===== config.mk =====
export PLATFORM = sky130hd
export DESIGN_NAME = i2c_ee_slave
export DESIGN_NICKNAME = d
export VERILOG_FILES = /design/src/rtl/i2c_ee_pkg.sv /design/src/rtl/i2c_ee_bus_sense.sv /design/src/rtl/i2c_ee_store.sv /design/src/rtl/i2c_ee_wtimer.sv /design/src/rtl/i2c_ee_slave.sv
export SDC_FILE = /design/constraint.sdc
export NUM_CORES = 2
export LEC_CHECK = 0
export BUFFER_PORTS_ARGS = -buffer_cell sky130_fd_sc_hd__buf_2
export CAP_MARGIN = 20
export CELL_PAD_IN_SITES_DETAIL_PLACEMENT = 2
export CELL_PAD_IN_SITES_GLOBAL_PLACEMENT = 2
export CORE_MARGIN = 3
export CORE_UTILIZATION = 40
export CTS_CLUSTER_SIZE = 30
export DETAILED_ROUTE_END_ITERATION = 12
export GPL_TIMING_DRIVEN = 0
export PLACE_DENSITY_LB_ADDON = 0.05
export REMOVE_ABC_BUFFERS = 1
export SYNTH_ARGS = -nofsm -noshare
export SYNTH_HDL_FRONTEND = slang
export SYNTH_HIERARCHICAL = 1
export SYNTH_SLANG_ARGS = --single-unit

===== constraint.sdc =====
create_clock -name clk_i -period 7 [get_ports clk_i]
set_input_delay 0.35 -clock clk_i [delete_from_list [all_inputs] [get_ports clk_i]]
set_output_delay 0.35 -clock clk_i [all_outputs]
set_load 0.05 [all_outputs]

===== src/rtl/i2c_ee_pkg.sv =====
package i2c_ee_pkg;

    localparam int BYTE_W = 8;

    typedef enum logic [2:0] {
        ST_IDLE,
        ST_DEV,
        ST_ADDR,
        ST_WDATA,
        ST_RDATA
    } ee_state_e;

    typedef struct packed {
        logic scl_rise;
        logic scl_fall;
        logic start;
        logic stop;
        logic sda;
    } bus_evt_t;

    function automatic logic devsel_hit(input logic [BYTE_W-1:0] b,
                                        input logic [3:0] code);
        return b[7:4] == code;
    endfunction

    function automatic logic [BYTE_W-1:0] shift_in(input logic [BYTE_W-1:0] s,
                                                   input logic bit_in);
        return {s[BYTE_W-2:0], bit_in};
    endfunction

endpackage


===== src/rtl/i2c_ee_bus_sense.sv =====
module i2c_ee_bus_sense
    import i2c_ee_pkg::*;
(
    input  logic     clk_i,
    input  logic     rst_i,
    input  logic     scl_i,
    input  logic     sda_i,
    output bus_evt_t evt_o
);
    logic [2:0] scl_sh;
    logic [2:0] sda_sh;

    always_ff @(posedge clk_i) begin
        if (rst_i) begin
            scl_sh <= 3'b111;
            sda_sh <= 3'b111;
        end else begin
            scl_sh <= {scl_sh[1:0], scl_i};
            sda_sh <= {sda_sh[1:0], sda_i};
        end
    end

    always_comb begin
        evt_o.scl_rise = scl_sh[1] & ~scl_sh[2];
        evt_o.scl_fall = ~scl_sh[1] & scl_sh[2];
        evt_o.start    = scl_sh[1] & scl_sh[2] & sda_sh[2] & ~sda_sh[1];
        evt_o.stop     = scl_sh[1] & scl_sh[2] & ~sda_sh[2] & sda_sh[1];
        evt_o.sda      = sda_sh[1];
    end
endmodule


===== src/rtl/i2c_ee_store.sv =====
module i2c_ee_store #(
    parameter int ADDR_W = 7,
    parameter int DATA_W = 8
) (
    input  logic              clk_i,
    input  logic              rst_i,
    input  logic              we_i,
    input  logic [ADDR_W-1:0] waddr_i,
    input  logic [DATA_W-1:0] wdata_i,
    input  logic [ADDR_W-1:0] raddr_i,
    output logic [DATA_W-1:0] rd_data_o
);
    localparam int DEPTH = 1 << ADDR_W;

    logic [DATA_W-1:0] mem [DEPTH];

    always_ff @(posedge clk_i) begin
        if (rst_i) begin
            for (int i = 0; i < DEPTH; i++) mem[i] <= '1;
        end else if (we_i) begin
            mem[waddr_i] <= wdata_i;
        end
    end

    assign rd_data_o = mem[raddr_i];

    // first read after reset returns all ones
    a_r1_fill: assert property (@(posedge clk_i) disable iff (rst_i)
        $past(rst_i) |-> rd_data_o == '1);
endmodule


===== src/rtl/i2c_ee_wtimer.sv =====
module i2c_ee_wtimer #(
    parameter int CYCLES = 1000000
) (
    input  logic clk_i,
    input  logic rst_i,
    input  logic start_i,
    output logic busy_o
);
    localparam int CNT_W = $clog2(CYCLES + 1);
    localparam logic [CNT_W-1:0] CNT_LOAD = CNT_W'(CYCLES);

    logic [CNT_W-1:0] cnt_q;

    always_ff @(posedge clk_i) begin
        if (rst_i)                cnt_q <= '0;
        else if (start_i)         cnt_q <= CNT_LOAD;
        else if (cnt_q != '0)     cnt_q <= cnt_q - 1'b1;
    end

    assign busy_o = cnt_q != '0;

    // a started write cycle makes the block busy
    a_r8_busy_start: assert property (@(posedge clk_i) disable iff (rst_i)
        start_i |=> busy_o);
endmodule


===== src/rtl/i2c_ee_slave.sv =====
module i2c_ee_slave
    import i2c_ee_pkg::*;
#(
    parameter int         ADDR_W       = 7,
    parameter int         PAGE_BYTES   = 8,
    parameter int         WRITE_CYCLES = 1000000,
    parameter logic [3:0] DEV_CODE     = 4'b1010
) (
    input  logic clk_i,
    input  logic rst_i,
    input  logic scl_i,
    input  logic sda_i,
    input  logic wr_en_i,
    output logic sda_oe_o
);
    localparam int PG_W = $clog2(PAGE_BYTES);
    localparam logic [PG_W-1:0]   PG_ONE   = 1;
    localparam logic [ADDR_W-1:0] ADDR_ONE = 1;

    bus_evt_t          evt;
    ee_state_e         state_q;
    logic [3:0]        bitcnt_q;
    logic [BYTE_W-1:0] shreg_q;
    logic [BYTE_W-1:0] txbyte_q;
    logic [BYTE_W-1:0] rx_byte;
    logic [ADDR_W-1:0] addr_q;
    logic [BYTE_W-1:0] rd_data;
    logic              ack_q;
    logic              rw_q;
    logic              dirty_q;
    logic              sda_oe_q;
    logic              busy;
    logic              mem_we;
    logic              wcyc_start;
    logic              byte_edge;
    logic              ack_edge;

    i2c_ee_bus_sense u_sense (
        .clk_i (clk_i),
        .rst_i (rst_i),
        .scl_i (scl_i),
        .sda_i (sda_i),
        .evt_o (evt)
    );

    i2c_ee_store #(.ADDR_W(ADDR_W), .DATA_W(BYTE_W)) u_store (
        .clk_i     (clk_i),
        .rst_i     (rst_i),
        .we_i      (mem_we),
        .waddr_i   (addr_q),
        .wdata_i   (rx_byte),
        .raddr_i   (addr_q),
        .rd_data_o (rd_data)
    );

    i2c_ee_wtimer #(.CYCLES(WRITE_CYCLES)) u_wtimer (
        .clk_i   (clk_i),
        .rst_i   (rst_i),
        .start_i (wcyc_start),
        .busy_o  (busy)
    );

    assign rx_byte    = shift_in(shreg_q, evt.sda);
    assign byte_edge  = evt.scl_rise && (bitcnt_q == 4'd7);
    assign ack_edge   = evt.scl_rise && (bitcnt_q == 4'd8);
    assign mem_we     = byte_edge && (state_q == ST_WDATA) && wr_en_i
                        && !evt.start && !evt.stop;
    assign wcyc_start = evt.stop && dirty_q;
    assign sda_oe_o   = sda_oe_q;

    always_ff @(posedge clk_i) begin
        if (rst_i) begin
            state_q  <= ST_IDLE;
            bitcnt_q <= '0;
            shreg_q  <= '0;
            txbyte_q <= '1;
            addr_q   <= '0;
            ack_q    <= 1'b0;
            rw_q     <= 1'b0;
            dirty_q  <= 1'b0;
            sda_oe_q <= 1'b0;
        end else if (evt.start) begin
            state_q  <= ST_DEV;
            bitcnt_q <= '0;
            sda_oe_q <= 1'b0;
        end else if (evt.stop) begin
            state_q  <= ST_IDLE;
            bitcnt_q <= '0;
            sda_oe_q <= 1'b0;
            dirty_q  <= 1'b0;
        end else if (state_q != ST_IDLE) begin
            if (evt.scl_rise) begin
                if (bitcnt_q != 4'd8) begin
                    bitcnt_q <= bitcnt_q + 4'd1;
                    shreg_q  <= rx_byte;
                end
                if (byte_edge) begin
                    unique case (state_q)
                        ST_DEV: begin
                            ack_q <= devsel_hit(rx_byte, DEV_CODE) && !busy;
                            rw_q  <= rx_byte[0];
                        end
                        ST_ADDR: begin
                            ack_q  <= 1'b1;
                            addr_q <= rx_byte[ADDR_W-1:0];
                        end
                        ST_WDATA: begin
                            ack_q <= wr_en_i;
                            if (wr_en_i) begin
                                dirty_q <= 1'b1;
                                addr_q  <= {addr_q[ADDR_W-1:PG_W],
                                            addr_q[PG_W-1:0] + PG_ONE};
                            end
                        end
                        default: ack_q <= 1'b0;
                    endcase
                end
                if (ack_edge) begin
                    bitcnt_q <= '0;
                    unique case (state_q)
                        ST_DEV: begin
                            if (!ack_q)    state_q <= ST_IDLE;
                            else if (rw_q) begin
                                state_q  <= ST_RDATA;
                                txbyte_q <= rd_data;
                                addr_q   <= addr_q + ADDR_ONE;
                            end else       state_q <= ST_ADDR;
                        end
                        ST_ADDR:  state_q <= ST_WDATA;
                        ST_WDATA: if (!ack_q) state_q <= ST_IDLE;
                        ST_RDATA: begin
                            if (evt.sda) state_q <= ST_IDLE;
                            else begin
                                txbyte_q <= rd_data;
                                addr_q   <= addr_q + ADDR_ONE;
                            end
                        end
                        default:  state_q <= ST_IDLE;
                    endcase
                end
            end else if (evt.scl_fall) begin
                if (state_q == ST_RDATA && bitcnt_q != 4'd8)
                    sda_oe_q <= ~txbyte_q[3'd7 - bitcnt_q[2:0]];
                else if (state_q != ST_RDATA && bitcnt_q == 4'd8)
                    sda_oe_q <= ack_q;
                else
                    sda_oe_q <= 1'b0;
            end
        end
    end

    // the line is left alone whenever the slave is in standby
    a_r7_idle_quiet: assert property (@(posedge clk_i) disable iff (rst_i)
        (state_q == ST_IDLE) |-> !sda_oe_q);

    // no acknowledge for the device select while the write cycle runs
    a_r8_busy_nack: assert property (@(posedge clk_i) disable iff (rst_i)
        (evt.scl_fall && state_q == ST_DEV && bitcnt_q == 4'd8 && busy)
        |=> !sda_oe_q);

    // page writes keep the page bits of the counter fixed
    a_r9_page_hold: assert property (@(posedge clk_i) disable iff (rst_i)
        mem_we |=> addr_q[ADDR_W-1:PG_W] == $past(addr_q[ADDR_W-1:PG_W]));

    // data bytes are not acknowledged while writes are blocked
    a_r10_inhibit_nack: assert property (@(posedge clk_i) disable iff (rst_i)
        (evt.scl_fall && state_q == ST_WDATA && bitcnt_q == 4'd8 && !wr_en_i
         && !ack_q) |=> !sda_oe_q);

    // a byte acknowledged by the master advances the counter by one
    a_r4_step: assert property (@(posedge clk_i) disable iff (rst_i)
        (ack_edge && state_q == ST_RDATA && !evt.sda && !evt.start && !evt.stop)
        |=> addr_q == $past(addr_q) + ADDR_ONE);
endmodule


# Word-level counts from Yosys, hierarchy flattened
# Memory sizes are Yosys's and may differ from the RTL's. A register that Yosys moved wholly into a read port is not among the register bits.
# Cells that the tools add are included.
[classes] addsub=5 order_cmp=1 eq_ne=16 muxes=47 n_bitwise=15 n_reduce_logical=39
[ops] op="7-bit 2-to-1 mux" n=8
[ops] op="20-bit 2-to-1 mux" n=2
[ops] op="8-bit 2-to-1 mux" n=4
[ops] op="7-bit one-hot mux with 2 select lines" n=2
[ops] op="1-bit 2-to-1 mux" n=20
[ops] op="5-bit AND reduction" n=4
[ops] op="20-bit nonzero test" n=1
[ops] op="20-bit by 1-bit subtractor with 20-bit output, second input constant" n=1
[ops] op="8-bit one-hot mux with 2 select lines" n=1
[ops] op="2-bit nonzero test" n=8
[ops] op="3-bit 2-to-1 mux" n=5
[ops] op="3-bit one-hot mux with 4 select lines" n=1
[ops] op="6-bit AND reduction" n=2
[ops] op="3-bit nonzero test" n=4
[ops] op="1-bit logical AND" n=10
[ops] op="9-bit AND reduction" n=1
[ops] op="4-bit == test, second input constant" n=2
[ops] op="4-bit 2-to-1 mux" n=2
[ops] op="2-bit inequality test, second input constant" n=4
[ops] op="4-bit inequality test, second input constant" n=2
[ops] op="1-bit NOT" n=8
[ops] op="8-bit OR reduction" n=1
[ops] op="7-bit by 1-bit adder with 7-bit output, second input constant" n=1
[ops] op="1-bit bitwise AND" n=7
[ops] op="other kinds (18)" n=22
[word_totals] ff_bits=59 ramBits=1024 in_bits=5 out_inout_bits=1 elab_cells=138 memories=1
[mem_list] name="u_store.mem" words=128 width=8 read_ports=1 rd_clocked_by_memory_dff=1 wr=128 line_no="i2c_ee_store.sv:15" rtl="logic [DATA_W-1:0] mem [DEPTH];"

# Longest topological paths before layout
[depth] ltp_word=12 mapped_depth=11 ltp_nobuf=8

# Modules after synthesis
# Netlist, hierarchy kept.
[modules_own_cells] module="i2c_ee_store" n_inst=1 cells_per_inst=2991 area_each_um2=47673.2 seq_area_each_um2=30749.5
[modules_own_cells] module="i2c_ee_slave" n_inst=1 cells_per_inst=222 area_each_um2=1936.9 seq_area_each_um2=660.6
[modules_own_cells] module="i2c_ee_wtimer" n_inst=1 cells_per_inst=134 area_each_um2=1088.5 seq_area_each_um2=400.4
[modules_own_cells] module="i2c_ee_bus_sense" n_inst=1 cells_per_inst=17 area_each_um2=197.7 seq_area_each_um2=120.1

# Worst setup path before layout
# Ideal clock, no wire load.
[synth_path] path_kind="register to register" start="register, netlist name addr_q[0]" end="register txbyte_q[0]" setup_time_ns=0.120 arrival_time_ns=3.248 t_required_ns=6.880 setup_slack_ns=3.633 stages_incl_launch_ff=9 path_buffers=2 period_less_slack_ns=3.367 path_cell_list="dfxtp_1 > clkbuf_1 > buf_1 > mux4_2 > mux4_2 > mux4_2 > mux2_2 > and3_1 > a211o_1"
[synth_rtl] item="to (signal assigned)" line_no="i2c_ee_slave.sv:125" rtl="txbyte_q <= rd_data;"
[synth_rtl] item="to (signal assigned)" line_no="i2c_ee_slave.sv:134" rtl="txbyte_q <= rd_data;"
[synth_rtl] item="to (decl)" line_no="i2c_ee_slave.sv:24" rtl="logic [BYTE_W-1:0] txbyte_q;"

==> flow_summary_export.csv <==
group,metric,value,unit
layout,final_common_cell,"edfxtp_1",
placement,dpl.hpwl,94400,um
worst_setup_path,r2r_cells,11,
sta,fin_tns_setup,0,ns
sta,timing.final.crit_period,5.21,ns
min_path,hold_class,"in2reg",
synthesis,syn_inst,3364,
clocking,clock-sinks,1083,
floorplan,chipWidth,363,um
floorplan,dieHeight,363,um
synthesis,synthMuxAreaShare,15.5,%
sta,report.final.hold_viol_count,0,
worst_setup_path,arrival,5.54,ns
route,routed_wl,156000,um
clocking,post_cts_resize_count,0,
min_path,holdCritStartpoint,"wr_en_i",
synthesis,synth_area,0.0509,mm^2
worst_setup_path,cp_max_fo,71,
synthesis,synth_enable_flop_cells,1024,
clocking,cts-buffers-inserted,119,
sta,rsz0062_at_grt,"no",
status,run_status,"finished clean",
layout,final.fill_count,11659,
worst_setup_path,worst_ep_required_time,7.33,ns
floorplan,rows,130,
synthesis,largest_family_of_logic_cells_by_synthesized_area,"simple AND/OR/NAND/NOR gates",
power_and_ir_drop,pwr_dens,248,mW/mm^2
synthesis,syn_area_per_cell,15.1,um^2
route,ant_nets,0,
clocking,clock_root_buffer,"clkbuf_16",
sta,fmax,0.192,GHz
min_path,worstHoldPathCells,4,
clocking,cts_max_path_buffers,3,
clocking,clk_slew_on_worst_s_h_paths,0.06,ns
layout,most-common-layout-cells,"edfxtp_1 (1024), or3_1 (708), mux4_2 (338)",
layout,finish.instance_area,0.0569,mm^2
synthesis,yosys.area_share.xor_xnor,0.0172,%
grt,first_global_vias,32530,
clocking,latest_clock_arrival_within_the_worst_skew_pair,0.72,ns
floorplan,initial_cell_density_of_the_core,40.4,%
route,drtIter0Drc,2471,
sta,post-route-period-util,74.4,%
route,drc_errors,0,
worst_setup_path,timing.critical_path.from_type,"register",
placement,gpl.final_weighted_congestion,0.746,
clocking,tritoncts_clock_tree,"done",
synthesis,synth_simple_gate_area_share,15.9,%
min_path,hold_end,"addr_q[0]",
synthesis,yosysTopAreaCell,"edfxtp_1",
sta,whs,0.124,ns
synthesis,yosys_register_bits,1083,
synthesis,yosys.area_share.adder,0.0983,%
grt,number_of_antenna_violations_at_the_first_check_in_global_routing,9,
layout,drive_above_1_share,28.4,%
synthesis,synth-compound-area-share,2.64,%
synthesis,synth-seq-area-share,62.7,%
route,wl_per_cell,31.7,um
run,total_of_max_cap_violations,0,
route,first_pass_iters,7,
synthesis,synth.top_cells.by_area,"edfxtp_1 (60%), mux4_2 (15%), or3_1 (8.7%)",
worst_setup_path,crit_type,"reg2reg",
grt,grt_first_pass_wirelength,229000,um
power_and_ir_drop,ir_worst_vdd,0.184,mV
synthesis,synth.top_cell.area_share,60.4,%
worst_setup_path,r2r_end,"u_store/mem[29][5]",
sta,maxSlewHeadroom,28.8,%
placement,dpl-instance-area,0.0531,mm^2
sta,drv_slew,0,
grt,globalRouteTotalUtil,23.8,%
route,route.detailed.vias_per_inst,6.02,
floorplan,floorplan_core_area,0.126,mm^2
grt,pin_count_of_the_biggest_net_entering_global_routing,97,
sta,finalClockSkew,0.0255,ns
worst_setup_path,ff2ff_setup_slack,1.79,ns
sta,setup_viol,0,
sta,max_slew.worst_pin.slew,1.07,ns
floorplan,ios,6,
placement,io_buffers,5,
worst_setup_path,crit-reg2reg-launch,"u_sense/sda_sh[1]",
layout,area_growth,11.8,%
clocking,cts.htree.levels,3,
layout,fin_nets,3174,
synthesis,synth.distinct_cells,65,
synthesis,yosys_warnings,6,
power_and_ir_drop,p_leak,12.9,nW
grt,globalRoute.totalOverflow,0,
layout,final_util,45.2,%
synthesis,ys_dominant_reg_cell,"edfxtp_1",
synthesis,asyncSetResetFlopFracSynth,0,%
floorplan,design.die.area,0.132,mm^2
route,dr_total_vias,29592,
worst_setup_path,worstSetupEndpointType,"register",
through the flow:
step | instances | power (W) | setup WS (ns)
6_report | 4914 | 0.0141 | 1.79
5_1_grt | 4912 | 0.0146 | 1.50
4_1_cts | 4911 | 0.0143 | 1.02
3_5_place_dp | 4691 | 0.00802 | 1.05
3_3_place_gp | 4630 | 0.00799 | -18.28
2_1_floorplan | 2975 | 0.00777 | -7.00
how the worst max path moves through the flow:
stage | slack, ns | start | end | cells after the start
after floorplan | -7.00 | addr_q[0] | u_store/mem[31][0] | 3
after global placement | -18.28 | addr_q[0] | u_store/mem[75][3] | 4
after detailed placement | 1.05 | u_sense/sda_sh[1] | u_store/mem[13][5] | 10
after CTS | 1.02 | u_sense/sda_sh[1] | u_store/mem[29][5] | 10
after global routing | 1.50 | u_sense/sda_sh[1] | u_store/mem[85][7] | 11
final | 1.79 | u_sense/sda_sh[1] | u_store/mem[29][5] | 11
worst max-delay path, cell delays in order, from the launching register on:
cell	delay [ns]
dfxtp_4	0.61
buf_16	0.29
buf_12	0.27
and4b_1	0.30
nor2_1	0.29
nand2_1	0.15
nor2_1	0.22
nor2b_1	0.48
buf_6	0.22
nand2_4	0.47
buf_16	0.44
o21bai_1	0.88
where the power goes:
part | internal (W) | leakage, nW | total [W] | switching (W)
sequential | 0.00710 | 7.47 | 0.00717 | 0.0000655
combinational | 0.000230 | 3.62 | 0.000715 | 0.000485
clock | 0.00359 | 1.83 | 0.00620 | 0.00261
total | 0.0109 | 12.9 | 0.0141 | 0.00316
layout make-up:
class | count | area (um^2) | area share, %
diodes | 2 | 5.00 | 0.00880
inverters | 10 | 37.5 | 0.0660
repair buffers | 69 | 1570 | 2.76
clock inverters | 68 | 642 | 1.13
flip-flops and latches | 1083 | 32000 | 56.2
multi-input cells | 1882 | 17400 | 30.7
well taps | 1650 | 2060 | 3.63
clock buffers | 150 | 3140 | 5.51
synth_stat cells, drive strengths merged (3+ instances only):
cell and n:
o21bai 62, o21ai 18, o21a 3, nand4b 4, nor4b 3, ha 4, nor4 10, a21o 26
nor2 37, nor3 21, nor3b 5, nand2b 72, and2 5, and3 11, clkbuf 342, nor2b 10
nand4 6, and4b 3, buf 47, a21oi 13, mux2i 16, dfxtp 59, o31ai 6, a211oi 7
a211o 13, or4b 3, a31oi 15, o31a 3, or3 708, or2 321, nand2 73, nand3 20
nand3b 3, or3b 3, mux4 338, inv 10, or4 9, o32ai 3, edfxtp 1024, mux2 9
kinds of logic after synthesis:
family,Yosys count
multiplexers,363
buffers and inverters,399
flip-flops,1083
AO/OA/AOI/OAI,183
AND/OR/NAND/NOR,1331
XOR/XNOR,1
adder cells (fa/ha/maj),4
sequential cells by signal, summed over array words and instances (netlist names):
name            cells
u_wtimer/cnt_q     20
rw_q                1
ack_q               1
txbyte_q            8
u_sense/scl_sh      3
u_sense/sda_sh      3
sda_oe_o            1
dirty_q             1
shreg_q             7
bitcnt_q            4
u_store/mem      1024
state_q             3
addr_q              7
metal layers:
layer | GRT usage [%] | vias up | routed length [um]
met2 | 39.3 | 678 | 75900
met3 | 4.17 | 211 | 8020
met1 | 32.5 | 15984 | 67800
met4 | 6.38 | 4 | 4030
met5 | 0 | - | 27
li1 | - | 12715 | -
repair_timing:
| item | in CTS | in global routing |
|---|---|---|
| setup buffers | 0 | 0 |
| hold buffers | 2 | 0 |
| endpoints found under the hold margin | 2 | 0 |
No activity file was read; power rests on OpenSTA's default activity.
